### config.mk
export PLATFORM = sky130hd
export DESIGN_NAME = wmiss_alloc_ctrl
export DESIGN_NICKNAME = d
export VERILOG_FILES = /design/src/rtl/wmiss_pkg.sv /design/src/rtl/wmiss_fill_buf.sv /design/src/rtl/wmiss_merge.sv /design/src/rtl/wmiss_half_sel.sv /design/src/rtl/wmiss_alloc_ctrl.sv
export SDC_FILE = /design/constraint.sdc
export NUM_CORES = 1
export LEC_CHECK = 0
export CAP_MARGIN = 20
export CORE_AREA = 2 2 354 356
export DETAILED_ROUTE_END_ITERATION = 10
export DIE_AREA = 0 0 356 358
export DONT_BUFFER_PORTS = 1
export SYNTH_ARGS = -nofsm -noshare
export SYNTH_HDL_FRONTEND = slang
export SYNTH_SLANG_ARGS = --single-unit
### constraint.sdc
create_clock -name clk_i -period 3 [get_ports clk_i]
set_input_delay 0.6 -clock clk_i [delete_from_list [all_inputs] [get_ports clk_i]]
set_output_delay 0.6 -clock clk_i [all_outputs]
set_load 0.01 [all_outputs]
### src/rtl/wmiss_pkg.sv
package wmiss_pkg;
  typedef enum logic [2:0] {
    S_IDLE, S_REQ, S_FILL, S_EV_LO, S_EV_HI, S_INST
  } wm_state_e;
endpackage

### src/rtl/wmiss_fill_buf.sv
module wmiss_fill_buf #(
  parameter int WORDS = 8,
  parameter int DW    = 32,
  localparam int OW   = $clog2(WORDS)
) (
  input  logic                clk_i,
  input  logic                rst_ni,
  input  logic                clr_i,
  input  logic                beat_i,
  input  logic [OW-1:0]       off_i,
  input  logic [DW-1:0]       data_i,
  output logic                done_o,
  output logic [WORDS*DW-1:0] line_o
);
  logic [WORDS-1:0] rcvd_q;
  logic [WORDS-1:0] beat_dec;

  for (genvar w = 0; w < WORDS; w++) begin : g_word
    assign beat_dec[w] = beat_i && (off_i == OW'(w));
    always_ff @(posedge clk_i or negedge rst_ni) begin
      if (!rst_ni) begin
        rcvd_q[w]          <= 1'b0;
        line_o[w*DW +: DW] <= '0;
      end else if (clr_i) begin
        rcvd_q[w] <= 1'b0;
      end else if (beat_dec[w]) begin
        rcvd_q[w]          <= 1'b1;
        line_o[w*DW +: DW] <= data_i;
      end
    end
  end

  // complete once this beat fills the last hole
  assign done_o = &(rcvd_q | beat_dec);
endmodule

### src/rtl/wmiss_merge.sv
module wmiss_merge #(
  parameter int WORDS = 8,
  parameter int DW    = 32,
  localparam int OW   = $clog2(WORDS),
  localparam int BB   = DW / 8
) (
  input  logic [WORDS*DW-1:0] line_i,
  input  logic [OW-1:0]       off_i,
  input  logic [DW-1:0]       data_i,
  input  logic [BB-1:0]       be_i,
  output logic [WORDS*DW-1:0] line_o
);
  for (genvar w = 0; w < WORDS; w++) begin : g_word
    for (genvar b = 0; b < BB; b++) begin : g_byte
      assign line_o[w*DW + b*8 +: 8] = (off_i == OW'(w) && be_i[b]) ?
                                       data_i[b*8 +: 8] : line_i[w*DW + b*8 +: 8];
    end
  end
endmodule

### src/rtl/wmiss_half_sel.sv
module wmiss_half_sel #(
  parameter int WORDS = 8,
  parameter int DW    = 32,
  localparam int HDW  = WORDS / 2 * DW
) (
  input  logic                half_i,
  input  logic [WORDS*DW-1:0] line_i,
  output logic [HDW-1:0]      data_o
);
  assign data_o = half_i ? line_i[HDW +: HDW] : line_i[0 +: HDW];
endmodule

### src/rtl/wmiss_alloc_ctrl.sv
module wmiss_alloc_ctrl
  import wmiss_pkg::*;
#(
  parameter int AW    = 32,
  parameter int WORDS = 8,
  parameter int DW    = 32,
  localparam int OW   = $clog2(WORDS),
  localparam int BB   = DW / 8,
  localparam int BOB  = $clog2(BB),
  localparam int OFFB = OW + BOB,
  localparam int LAW  = AW - OFFB,
  localparam int LW   = WORDS * DW,
  localparam int LB   = LW / 8,
  localparam int HDW  = WORDS / 2 * DW
) (
  input  logic            clk_i,
  input  logic            rst_ni,
  input  logic            st_valid_i,
  output logic            st_ready_o,
  input  logic [AW-1:0]   st_addr_i,
  input  logic [DW-1:0]   st_data_i,
  input  logic [BB-1:0]   st_be_i,
  input  logic            st_hit_i,
  input  logic            st_wt_i,
  input  logic            st_alloc_i,
  output logic            rd_req_o,
  output logic [AW-1:0]   rd_addr_o,
  input  logic            rv_valid_i,
  input  logic [OW-1:0]   rv_off_i,
  input  logic [DW-1:0]   rv_data_i,
  input  logic            vic_valid_i,
  input  logic [1:0]      vic_dirty_i,
  input  logic [LAW-1:0]  vic_line_i,
  input  logic [LW-1:0]   vic_data_i,
  output logic            wb_push_o,
  input  logic            wb_full_i,
  output logic            wb_burst_o,
  output logic [AW-1:0]   wb_addr_o,
  output logic [HDW-1:0]  wb_data_o,
  output logic [BB-1:0]   wb_be_o,
  output logic            cw_en_o,
  output logic            cw_fill_o,
  output logic [LAW-1:0]  cw_line_o,
  output logic [LW-1:0]   cw_data_o,
  output logic [LB-1:0]   cw_be_o,
  output logic [1:0]      cw_dirty_o
);
  wm_state_e state_q, state_d;

  logic [AW-1:0] fb_addr_q;
  logic [DW-1:0] fb_data_q;
  logic [BB-1:0] fb_be_q;
  logic          fb_wt_q;

  logic          idle, needs_push, acc, acc_alloc;
  logic [OW-1:0] st_off, fb_off;
  logic          fill_beat, fill_done;
  logic [LW-1:0] fill_line, inst_line;
  logic          in_ev, ev_half, ev_need;
  logic [HDW-1:0] ev_data;

  assign idle       = (state_q == S_IDLE);
  assign needs_push = st_wt_i | (~st_hit_i & ~st_alloc_i);
  assign st_ready_o = idle & ~(needs_push & wb_full_i);
  assign acc        = st_valid_i & st_ready_o;
  assign acc_alloc  = acc & ~st_hit_i & st_alloc_i;
  assign st_off     = st_addr_i[OFFB-1:BOB];
  assign fb_off     = fb_addr_q[OFFB-1:BOB];

  assign fill_beat = rv_valid_i & (state_q == S_FILL);
  assign in_ev     = (state_q == S_EV_LO) | (state_q == S_EV_HI);
  assign ev_half   = (state_q == S_EV_HI);
  assign ev_need   = vic_valid_i & vic_dirty_i[ev_half];

  wmiss_fill_buf #(.WORDS(WORDS), .DW(DW)) fill_buf_i (
    .clk_i  (clk_i),
    .rst_ni (rst_ni),
    .clr_i  (acc_alloc),
    .beat_i (fill_beat),
    .off_i  (rv_off_i),
    .data_i (rv_data_i),
    .done_o (fill_done),
    .line_o (fill_line)
  );

  wmiss_merge #(.WORDS(WORDS), .DW(DW)) merge_i (
    .line_i (fill_line),
    .off_i  (fb_off),
    .data_i (fb_data_q),
    .be_i   (fb_be_q),
    .line_o (inst_line)
  );

  wmiss_half_sel #(.WORDS(WORDS), .DW(DW)) half_sel_i (
    .half_i (ev_half),
    .line_i (vic_data_i),
    .data_o (ev_data)
  );

  always_comb begin
    state_d = state_q;
    unique case (state_q)
      S_IDLE:  if (acc_alloc) state_d = S_REQ;
      S_REQ:   state_d = S_FILL;
      S_FILL:  if (fill_beat && fill_done) state_d = S_EV_LO;
      S_EV_LO: if (!ev_need || !wb_full_i) state_d = S_EV_HI;
      S_EV_HI: if (!ev_need || !wb_full_i) state_d = S_INST;
      S_INST:  state_d = S_IDLE;
      default: state_d = S_IDLE;
    endcase
  end

  always_ff @(posedge clk_i or negedge rst_ni) begin
    if (!rst_ni) begin
      state_q   <= S_IDLE;
      fb_addr_q <= '0;
      fb_data_q <= '0;
      fb_be_q   <= '0;
      fb_wt_q   <= 1'b0;
    end else begin
      state_q <= state_d;
      if (acc_alloc) begin
        fb_addr_q <= st_addr_i;
        fb_data_q <= st_data_i;
        fb_be_q   <= st_be_i;
        fb_wt_q   <= st_wt_i;
      end
    end
  end

  assign rd_req_o  = (state_q == S_REQ);
  assign rd_addr_o = {fb_addr_q[AW-1:OFFB], {OFFB{1'b0}}};

  always_comb begin
    wb_push_o  = 1'b0;
    wb_burst_o = 1'b0;
    wb_addr_o  = '0;
    wb_data_o  = '0;
    wb_be_o    = '0;
    cw_en_o    = 1'b0;
    cw_fill_o  = 1'b0;
    cw_line_o  = '0;
    cw_data_o  = '0;
    cw_be_o    = '0;
    cw_dirty_o = 2'b00;
    if (acc && needs_push) begin
      wb_push_o = 1'b1;
      wb_addr_o = {st_addr_i[AW-1:BOB], {BOB{1'b0}}};
      wb_data_o = HDW'(st_data_i);
      wb_be_o   = st_be_i;
    end
    if (acc && st_hit_i) begin
      cw_en_o    = 1'b1;
      cw_line_o  = st_addr_i[AW-1:OFFB];
      cw_data_o  = {WORDS{st_data_i}};
      cw_be_o    = LB'(st_be_i) << (st_off * BB);
      cw_dirty_o = st_wt_i ? 2'b00 : (2'b01 << st_off[OW-1]);
    end
    if (in_ev && ev_need && !wb_full_i) begin
      wb_push_o  = 1'b1;
      wb_burst_o = 1'b1;
      wb_addr_o  = {vic_line_i, ev_half, {(OFFB-1){1'b0}}};
      wb_data_o  = ev_data;
      wb_be_o    = '1;
    end
    if (state_q == S_INST) begin
      cw_en_o    = 1'b1;
      cw_fill_o  = 1'b1;
      cw_line_o  = fb_addr_q[AW-1:OFFB];
      cw_data_o  = inst_line;
      cw_be_o    = '1;
      cw_dirty_o = fb_wt_q ? 2'b00 : (2'b01 << fb_off[OW-1]);
    end
  end
endmodule

; Yosys cells after proc, flatten, opt, wreduce, memory -nomap -nowiden
; Cells that the tools add are included.
[totals]
regBits = 336
out_inout_bits = 519
elab_cells = 210
[op_classes]
n_lt_le_gt_ge = 1
n_eq_ne = 23
shifts = 3
n_mux = 78
bitwise = 15
n_reduce_logical = 69
[op_table]
columns = operator, n
row1 = $mux 256, 2
row2 = $mux 128, 2
row3 = $mux 8, 32
row4 = $mux 32, 5
row5 = $mux 27, 2
row6 = $logic_and 1x1->1, 45
row7 = $shl 4x5->32, 1
row8 = $eq 3x3->1 const B, 10
row9 = $mux 1, 24
row10 = $eq 3x2->1 const B, 6
row11 = $reduce_and 2->1, 8
row12 = $reduce_bool 2->1, 8
row13 = $pmux 3 s5, 1
row14 = $mux 3, 4
row15 = $eq 3x1->1 const B, 3
row16 = $logic_not 3->1, 3
row17 = $and 1x1->1, 8
row18 = $mux 2, 4
row19 = $mux 4, 2
row20 = $ne 2x1->1 const B, 4
row21 = $or 8x8->8, 1
row22 = $reduce_and 8->1, 1
row23 = $not 1->1, 4
row24 = $reduce_and 4->1, 1
row25 = 5 further kinds, 8

; Longest topological paths before layout
; Gate-level depths: netlist (run 1).
[depth]
ltp_word = 11
ltp_mapped = 9
ltp_nobuf = 5

; By module
; From an unflattened synthesis (run 1), not the netlist that was laid out.
[unflattened]
cells_unflattened = 1891
hier_area_um2 = 22786.9
[modules_own_cells]
columns = module, instances, cells_per_inst, area_each_um2, seq_area_each_um2
row1 = wmiss_fill_buf, 1, 600, 10098.4, 6606.3
row2 = wmiss_alloc_ctrl, 1, 836, 7563.5, 1751.7
row3 = wmiss_merge, 1, 313, 3505.9, 0.0
row4 = wmiss_half_sel, 1, 142, 1619.1, 0.0

; Worst setup path before layout (run 1)
; Ideal clock, no wire load.
[synth_timing]
kind = input to output
from = input port vic_dirty_i[0]
to = output port wb_addr_o[12]
arrival_ns = 1.930
path_slack_ns = 0.470
path_stages = 8
path_buffers = 3
cell_sequence = and4b_1 a21oi_1 or3b_1 buf_2 inv_1 buf_2 buf_2 a22o_1
[synth_between]
elab_chain_len = 6
[synth_rtl]
columns = item, line
row1 = "start, declared", wmiss_alloc_ctrl.sv:32  ; input logic [1:0] vic_dirty_i,
row2 = $mux 1 (not written as such) (2 in series), wmiss_alloc_ctrl.sv:73  ; assign ev_need = vic_valid_i & vic_dirty_i[ev_half];
row3 = $and 1x1->1, wmiss_alloc_ctrl.sv:73
row4 = $logic_and 1x1->1 (2 in series), wmiss_alloc_ctrl.sv:159  ; if (in_ev && ev_need && !wb_full_i) begin
row5 = $mux 32, wmiss_alloc_ctrl.sv:159
row6 = "end, declared", wmiss_alloc_ctrl.sv:38  ; output logic [AW-1:0] wb_addr_o,
; Every way passes these cells. The select of a mux whose other input is x is not followed.

; Worst setup path in the final report (run 1)
[layout_timing]
from = register state_q[1]
to = output port wb_data_o[2]
[layout_between]
elab_chain_len = 7
elab_cells_between_ends = 15
classes_between = eq/ne (2) / mux (5) / bitwise (4) / reduce/logical (4)
[layout_rtl]
columns = item, line
row1 = "start, declared", wmiss_alloc_ctrl.sv:48  ; wm_state_e state_q, state_d;
row2 = "start signal, assigned", wmiss_alloc_ctrl.sv:121  ; state_q <= state_d;
row3 = $eq 3x3->1, "wmiss_alloc_ctrl.sv:71, wmiss_alloc_ctrl.sv:72"
row4 = $mux 1 (not written as such) (2 in series), wmiss_alloc_ctrl.sv:73
row5 = $and 1x1->1, wmiss_alloc_ctrl.sv:73
row6 = $logic_and 1x1->1 (2 in series), wmiss_alloc_ctrl.sv:159
row7 = $mux 128 *, wmiss_alloc_ctrl.sv:159
row8 = "end, declared", wmiss_alloc_ctrl.sv:39  ; output logic [HDW-1:0] wb_data_o,
; Every way passes the cells marked *; elsewhere a longest branch is shown, timed or not. The select of a mux whose other input is x is not followed.

==> results.toml, run 1 <==
[outcome]
status = "finished, violations left"
violations = "hold timing, setup timing"

[floorplan]
ioPinCount = 916
core_um2 = 123000
fp-row-count = 129
initial_core_util_pct = 16.4
die_area_um2 = 127000
die_w_um = 356
fp.dieH_um = 358

[global_route]
use_met1_pct = 21.7
met3_usage_pct = 7.11
first_global_vias = 18200
grtUsageTotal_pct = 18.9
grt-ovfl-total = 0
grt_pass1_wl_mm = 164
busiest_layer = "met2"
antenna_found_initial = 41
grt_max_degree = 335
use_met2_pct = 30.9

[placement]
placed_area_um2 = 25600
gp_congestion = 0.968
dpl.hpwl_mm = 94.5
io_buffers = 0

[setup_path]
cp_slowest_cell = "dfrtp_2"
startpoint_type = "flip-flop"
worstPathMaxFanout = 7
crit_path_max_incr_delay_ps = 450
worstPathArrival_ps = 2650
cp_common_cell = "buf_6"
endpoint_kind = "output port"
worstPathRequired_ps = 2400
path_cells = "nor3b_4, a21oi_4, or3b_4, buf_12, buf_6, o21ai_4, buf_6"
crit_type = "reg2out"

[timing]
setup_viol = 366
timing.final.crit_period_ps = 3250
worst_slew_pin_slew_ps = 930
fmax_ghz = 0.308
finalHoldViolCount = 334
skew_ps = 33.5
rsz0062_at_grt = "yes"
finalCritPeriodShare_pct = 108
relSlewSlack_pct = 37.8
whs_ps = -315
slew_violations = 0
fin_ws_ps = -246

[clock_tree]
cts_tree = "yes"
clkSlewWorstSetupHoldPaths_ps = 60
h-tree-depth = 2
cts_buffers = 44
clock_path_buffers = 3
clock_sinks = 334
clk_latency_ps = 630
cts_root_buf = "clkbuf_16"

[finish]
stdcell_area_um2 = 33400
n_fill_cell = 12800
syn_to_final_growth_pct = 65.0
drive_gt1_share_pct = 60.6
layout.nets = 2897

[synth]
syn_inst = 2042
yosysWarnings = 0
synth_cell_types = 41
ys_seq_area_share_pct = 41.2
synth_commonest_cells = "dfrtp_1, o21ai_0, mux2_2"
synth-edff-count = 0
ys_top_cells_by_area = "dfrtp_1, mux2_2, mux2i_1"
dominantRegCellSynth = "dfrtp_1"
synth_area_um2 = 20300
synth_top_area_share_pct = 41.2
synth_area_leader_cell = "dfrtp_1"
avgSynthCellArea_um2 = 9.92
async_flop_share_pct = 100
postSynthRegisterBits = 334
synthMostInstantiatedCell = "dfrtp_1"

[route]
wl_mm = 141
vias_per_cell = 4.69
routedWlPerCell_um = 33.6
vias = 19700
dr.pass1.iters = 5
route.detailed.drc = 0
antenna_left = 0
drt_first_iter_violations = 1345

[worst_hold_path]
hp-class = "in2async"

[pwr]
p_per_area_nw_per_um2 = 803
leakagePower_nw = 14.6
finalPower_mw = 26.9
peakVddDrop_mv = 0.426

[run]
maxCapViolations = 0
routing by layer:
metal / share of wire (%) / vias to the layer above
li1: - / 8288
met1: 38 / 10200
met2: 47 / 949
met3: 9.4 / 242
met4: 5.0 / 18
met5: 0.085 / -
timing repair:
| item | CTS | global route |
|---|---|---|
| pin swaps | 18 | 58 |
| gates cloned | 11 | 38 |
| gates resized for setup | 281 | 1024 |
| setup endpoints to repair | 481 | 480 |
| endpoints found under the hold margin | 334 | 334 |
| buffers inserted | 22 | 59 |
cell type report:
class	instances	area (um2)	area share, %
repair buffers	622	7090	21.2
clock buffers	61	1220	3.66
inverters	10	46.3	0.138
well taps	1637	2050	6.12
clock inverters	13	134	0.400
flip-flops and latches	334	8370	25.0
multi-input cells	1488	14400	43.2
diodes	36	90.1	0.269
cells in the final DEF (no fill, tap or decap), drive strengths merged, types with 5 or more instances in the layout:
master / synthesis / final
nand3b: 10 / 10
dfrtp: 334 / 334
buf: 111 / 597
mux2i: 289 / 289
a22o: 54 / 54
nor2: 28 / 28
nand3: 18 / 18
mux2: 322 / 322
inv: 10 / 13
nand2: 282 / 282
clkinvlp: 0 / 5
nand2b: 11 / 11
diode: 0 / 36
a21oi: 104 / 104
conb: 1 / 7
o21ai: 324 / 324
clkinv: 0 / 5
clkbuf: 106 / 84
power breakdown:
part | leakage (nW) | switching, mW | internal [mW]
clock | 0.648 | 2.32 | 2.87
sequential | 4.27 | 2.06 | 6.65
combinational | 9.73 | 6.75 | 6.21
sequential cells by signal, indices dropped and copies added (netlist names):
| register | cells |
|---|---|
| fill_buf_i.line_o | 256 |
| fb_wt_q | 1 |
| state_q | 3 |
| fill_buf_i.rcvd_q | 8 |
| fb_addr_q | 30 |
| fb_data_q | 32 |
| fb_be_q | 4 |
worst max-delay path: cells and delay by family, from the launching register on:
| family | cells | cell delay [ps] |
|---|---|---|
| compound gates | 2 | 400 |
| flops | 1 | 450 |
| buf+inv | 3 | 480 |
| simple gates | 2 | 680 |
kinds of logic (layout without fill, tap and decap cells):
family | Yosys count | in the layout | share of synthesized area (%)
buf+inv | 227 | 706 | 5.13
flops | 334 | 334 | 41.2
other cells | 1 | 43 | 0.0185
simple gates | 377 | 378 | 8.10
compound gates | 492 | 492 | 13.3
mux | 611 | 611 | 32.2
metrics by stage:
stage	utilization (%)	TNS, ps	setup slack (ps)	instances	hold slack, ps
final	27.1	-37870	-246	4201	-315
after global routing	27.1	-67260	-309	4183	-365
after detailed placement	20.8	-319	-198	3967	320
after floorplan	-	0	470	2048	304
after global placement	20.8	-352	-205	3967	321
after CTS	23.0	-51440	-254	4074	-386
worst paths after layout:
path	startpoint	endpoint	slack, ps	depth (start not counted)
worst min register to register	fill_buf_i.line_o[7]$_DFFE_PN0P_	fill_buf_i.line_o[7]$_DFFE_PN0P_	500	1
worst min-delay path	rst_ni	fill_buf_i.line_o[80]$_DFFE_PN0P_	-310	0
max in group asynchronous	rst_ni	fb_addr_q[2]$_DFFE_PN0P_	2550	0
min in group clk_i	rv_data_i[0]	fill_buf_i.line_o[224]$_DFFE_PN0P_	120	1
worst max register to register	state_q[0]$_DFFE_PN0P_	fill_buf_i.line_o[134]$_DFFE_PN0P_	510	6
worst max-delay path	state_q[1]$_DFFE_PN0P_	wb_data_o[2]	-250	7
Power figures use the tool's default switching activity.
==> inputs of run 2 (changes only) <==
--- a/config.mk
+++ b/config.mk
@@ -6,10 +6,13 @@
 export NUM_CORES = 1
 export LEC_CHECK = 0
 export CAP_MARGIN = 20
+export CELL_PAD_IN_SITES_DETAIL_PLACEMENT = 0
+export CELL_PAD_IN_SITES_GLOBAL_PLACEMENT = 1
 export CORE_AREA = 2 2 354 356
 export DETAILED_ROUTE_END_ITERATION = 10
 export DIE_AREA = 0 0 356 358
 export DONT_BUFFER_PORTS = 1
+export PLACE_DENSITY = 0.33
 export SYNTH_ARGS = -nofsm -noshare
 export SYNTH_HDL_FRONTEND = slang
 export SYNTH_SLANG_ARGS = --single-unit
==> run 2 against run 1 <==
The run still ends with hold timing, setup timing left. Final cell count is essentially flat. Clock power is 6.0% higher. Global-route usage decreased by 0.26 points. Total power grew 2.6%. Non-clock buffer count increased by 15. Critical path depth up 1. Die area stayed put. Clock skew fell by 1.7 ps. Sequential power up 1%. First-iteration DRC count down 37%. Sequential cell count did not move. Fmax is 3.2% higher. Critical endpoint is now wb_data_o[91]. Highest routed layer unchanged.
==> results.toml, run 2 (same netlist as run 1, synthesis figures left out) <==
[route]
dr.pass1.iters = 4
drt_first_iter_violations = 843
vias_per_cell = 4.50
wl_mm = 129
antenna_left = 0
vias = 18900
route.detailed.drc = 0
routedWlPerCell_um = 30.8

[timing]
fin_ws_ps = -144
whs_ps = -309
setup_viol = 409
worst_slew_pin_slew_ps = 1110
relSlewSlack_pct = 26.3
fmax_ghz = 0.318
slew_violations = 0
skew_ps = 31.8
rsz0062_at_grt = "yes"
finalHoldViolCount = 334
timing.final.crit_period_ps = 3140
finalCritPeriodShare_pct = 105

[global_route]
grt-ovfl-total = 0
grtUsageTotal_pct = 18.6
first_global_vias = 19600
grt_pass1_wl_mm = 166
grt_max_degree = 335
antenna_found_initial = 16

[pwr]
leakagePower_nw = 14.8
peakVddDrop_mv = 0.345
p_per_area_nw_per_um2 = 795

[clock_tree]
clock_sinks = 334
cts_root_buf = "clkbuf_16"
cts_buffers = 46
clock_path_buffers = 3
h-tree-depth = 2
clkSlewWorstSetupHoldPaths_ps = 60
cts_tree = "yes"
clk_latency_ps = 620

[outcome]
violations = "hold timing, setup timing"
status = "finished, violations left"

[setup_path]
worstPathArrival_ps = 2540
reg2reg_setup_slack_ps = 490
worstPathMaxFanout = 8
worstPathRequired_ps = 2400
endpoint_kind = "output port"
startpoint_type = "flip-flop"
crit_type = "reg2out"

[finish]
syn_to_final_growth_pct = 71.0
layout.nets = 2913
largestRegisters = "fill_buf_i.line_o: 256 flops, fb_data_q: 32 flops, fb_addr_q: 30 flops"
top_register = "fill_buf_i.line_o"
drive_gt1_share_pct = 63.9
final_common_cell = "dfrtp_1"
final_cell_mix = "dfrtp_1, mux2_2, buf_4"
stdcell_count = 4197
largest_reg_flops = 256
n_fill_cell = 12900

[floorplan]
die_w_um = 356
core_um2 = 123000
die_area_um2 = 127000
fp.dieH_um = 358
fp-row-count = 129
ioPinCount = 916
initial_core_util_pct = 16.4

[placement]
gp_congestion = 0.942
dp_cells = 4003
dp_slack_ps = 111
io_buffers = 0
dpl.hpwl_mm = 88.5

[worst_hold_path]
hp-class = "in2async"

[run]
maxCapViolations = 0
==> run 2: changes by cell type in the layout (fill, tap and decap cells not counted), moves of 16 or more <==
cell	before	now
buf_6	184	233
a21oi_1	37	12
mux2i_2	18	51
buf_4	315	295
o21ai_4	82	126
mux2i_1	260	215
o21ai_1	47	13
buf_12	68	52
a21oi_4	29	62
diode_2	36	10
==> run 2: timing repair <==
action	in CTS	in global routing
pin swaps	30	52
endpoints found under the setup margin	481	481
setup buffers	44	32
hold endpoints to repair	334	334
gates cloned	18	18
resized for setup	1144	389
==> run 2: area by class of cell <==
class,instances,area (um2),share of cell area (%)
Multi-Input combinational cell,1487,15500,44.6
Sequential cell,334,8360,24.1
Timing Repair Buffer,637,7210,20.8
Tap cell,1637,2050,5.91
Clock buffer,74,1380,3.98
Clock inverter,8,120,0.347
Inverter,10,47.5,0.137
Antenna cell,10,25.0,0.0722
==> run 2: power by group <==
part / total [mW] / internal, mW / switching (mW)
Clock: 5.50 / 3.23 / 2.27
Sequential: 8.83 / 6.65 / 2.17
Combinational: 13.2 / 6.34 / 6.88
Total: 27.5 / 16.2 / 11.3
==> run 2: worst max-delay path, cell delays in order, from the launching register on <==
cell     delay [ps]
dfrtp_2         450
nor3b_4         230
a21oi_2          80
or3b_4          390
buf_12          180
buf_12          160
buf_16          160
a21oi_4         120
buf_6           150
==> run 2: layer usage <==
| layer | vias up | wire [um] | global-route usage [%] |
|---|---|---|---|
| met2 | 636 | 65000 | 32.7 |
| met5 | - | 7 | 0 |
| met4 | 2 | 3810 | 5.70 |
| li1 | 8294 | - | - |
| met3 | 127 | 8220 | 4.68 |
| met1 | 9840 | 52200 | 22.2 |
==> run 2: worst paths after layout <==
| path | from | endpoint | depth (start not counted) |
|---|---|---|---|
| min | rst_ni | fill_buf_i.line_o[169]$_DFFE_PN0P_ | 0 |
| min in group clk_i | st_addr_i[4] | fb_addr_q[4]$_DFFE_PN0P_ | 2 |
| max reg2reg | state_q[2]$_DFFE_PN0P_ | fill_buf_i.line_o[139]$_DFFE_PN0P_ | 7 |
| max | state_q[1]$_DFFE_PN0P_ | wb_data_o[91] | 8 |
| min reg2reg | fill_buf_i.line_o[28]$_DFFE_PN0P_ | fill_buf_i.line_o[28]$_DFFE_PN0P_ | 1 |
| max in group asynchronous | rst_ni | state_q[0]$_DFFE_PN0P_ | 0 |
==> run 2: metrics by stage <==
step / area, um2 / TNS, ps / util (%) / total power, mW
6_report: 34600 / -21020 / 28.1 / 27.5
5_1_grt: 34600 / -63970 / 28.1 / 29.1
3_5_place_dp: 25700 / 0 / 20.9 / 17.9
2_1_floorplan: 20300 / 0 / - / 13.9
3_3_place_gp: 25700 / 0 / 20.9 / 17.8
4_1_cts: 32200 / -52360 / 26.1 / 26.6
==> inputs of run 3 (changes only) <==
--- a/config.mk
+++ b/config.mk
@@ -9,6 +9,7 @@
 export CELL_PAD_IN_SITES_DETAIL_PLACEMENT = 0
 export CELL_PAD_IN_SITES_GLOBAL_PLACEMENT = 1
 export CORE_AREA = 2 2 354 356
+export CTS_BUF_LIST = sky130_fd_sc_hd__clkbuf_8
 export DETAILED_ROUTE_END_ITERATION = 10
 export DIE_AREA = 0 0 356 358
 export DONT_BUFFER_PORTS = 1
==> run 3 against run 2 <==
The run still ends with hold timing, setup timing left. Core utilization increased by 0.59 points. Sequential share of layout area decreased by 0.49 points. Total power decreased by 1.6%. Die area unchanged. Critical endpoint is now wb_data_o[108]. Routed wire length increased by 2.3%.
==> results.toml, run 3 (same netlist as run 1, synthesis figures left out) <==
[route]
route.detailed.drc = 0
wl_mm = 132
vias_per_cell = 4.49
vias = 19500
drt_first_iter_violations = 737
routedWlPerCell_um = 30.4
antenna_left = 0
dr.pass1.iters = 4

[timing]
fmax_ghz = 0.308
slew_violations = 0
finalCritPeriodShare_pct = 108
skew_ps = 29.6
timing.final.crit_period_ps = 3250
setup_viol = 477
fin_ws_ps = -245
relSlewSlack_pct = 36.7
finalHoldViolCount = 334
rsz0062_at_grt = "yes"
whs_ps = -373
worst_slew_pin_slew_ps = 950

[clock_tree]
h-tree-depth = 3
cts_tree = "yes"
cts_root_buf = "clkbuf_8"
clock_path_buffers = 3
clock_sinks = 334
clk_latency_ps = 700
postCtsHoldBufs = 101
clkSlewWorstSetupHoldPaths_ps = 60
cts_buffers = 73

[worst_hold_path]
hp-class = "in2async"

[finish]
largest_reg_flops = 256
stdcell_count = 4343
seqCellArea_um2 = 8370
multiInputGateArea_um2 = 15400
n_fill_cell = 12800
final_common_cell = "dfrtp_1"
drive_gt1_share_pct = 61.5
syn_to_final_growth_pct = 74.5
final_core_util_pct = 28.7
top_register = "fill_buf_i.line_o"
layout.nets = 3040
final_cell_mix = "dfrtp_1, mux2_2, buf_4"
largestRegisters = "fill_buf_i.line_o: 256 flops, fb_data_q: 32 flops, fb_addr_q: 30 flops"

[global_route]
grtUsageTotal_pct = 18.4
grt-ovfl-total = 0
grt_max_degree = 335
grt_pass1_wl_mm = 164
antenna_found_initial = 23
first_global_vias = 19800

[floorplan]
die_w_um = 356
core_um2 = 123000
fp-row-count = 129
fp.dieH_um = 358
ioPinCount = 916
die_area_um2 = 127000
initial_core_util_pct = 16.4

[outcome]
violations = "hold timing, setup timing"
status = "finished, violations left"

[placement]
dp_slack_ps = 111
dpl.hpwl_mm = 88.5
dp_cells = 4003
io_buffers = 0
gp_congestion = 0.942

[setup_path]
startpoint_type = "flip-flop"
endpoint_kind = "output port"
r2r_end = "fill_buf_i.line_o[137]$_DFFE_PN0P_"
crit_type = "reg2out"
worstPathArrival_ps = 2650
reg2reg_setup_slack_ps = 520
worstPathRequired_ps = 2400
reg2regPathDepth = 7
cp-startpoint = "state_q[1]$_DFFE_PN0P_"
reg2reg_from = "state_q[2]$_DFFE_PN0P_"
worstPathMaxFanout = 7

[pwr]
p_per_area_nw_per_um2 = 767
finalPower_mw = 27.1
peakVddDrop_mv = 0.255
leakagePower_nw = 15.2

[run]
maxCapViolations = 0
[run 3: worst max-delay path by stage]
stage / cells after the start / to
global route: 7 / wb_data_o[5]
global placement: 8 / cw_data_o[81]
floorplan: 8 / wb_addr_o[12]
detailed placement: 8 / cw_data_o[81]
finish: 8 / wb_data_o[108]
CTS: 8 / wb_data_o[112]
[run 3: repair_timing]
item / 4_1_cts / 5_1_grt
hold endpoints to repair: 651 / 334
setup endpoints to repair: 481 / 481
setup buffers: 26 / 38
pin swaps: 9 / 40
resized for setup: 567 / 914
gates cloned: 9 / 31
[run 3: worst max-delay path, stage by stage (launching register included)]
cell       delay, ps
dfrtp_2          450
nor3b_4          240
a21oi_2           90
or3b_4           390
buf_12           180
buf_12           160
clkbuf_16        180
a21oi_4          130
buf_6            140
[run 3: stage by stage]
step                      instance area [um2]  setup TNS, ps  hold WS [ps]
after detailed placement                25700              0           328
after CTS                               30500        -115840          -476
after global placement                  25700              0           333
after floorplan                         20300              0           304
final                                   35400         -63220          -373
after global routing                    35400        -113710          -455
[run 3: layer usage]
layer	routed length, um	part of all wire (%)	vias up	GRT usage (%)
met5	15	0.011	-	0
met4	3830	2.9	4	6.10
met3	7590	5.7	147	4.48
met2	65300	49	646	32.1
met1	55500	42	10200	22.2
li1	-	-	8535	-
[run 3: area by class of cell]
cell class | count | area share, %
diodes | 15 | 0.106
clock buffers | 90 | 3.50
clock inverters | 33 | 0.499
inverters | 10 | 0.113
multi-input cells | 1487 | 43.4
flip-flops and latches | 334 | 23.7
well taps | 1637 | 5.79
repair buffers | 737 | 22.9
[run 3: where the power goes]
group	switching, mW	internal, mW	leakage, nW
combinational	6.96	6.29	10.2
sequential	2.16	6.66	4.27
clock	2.35	2.70	0.812
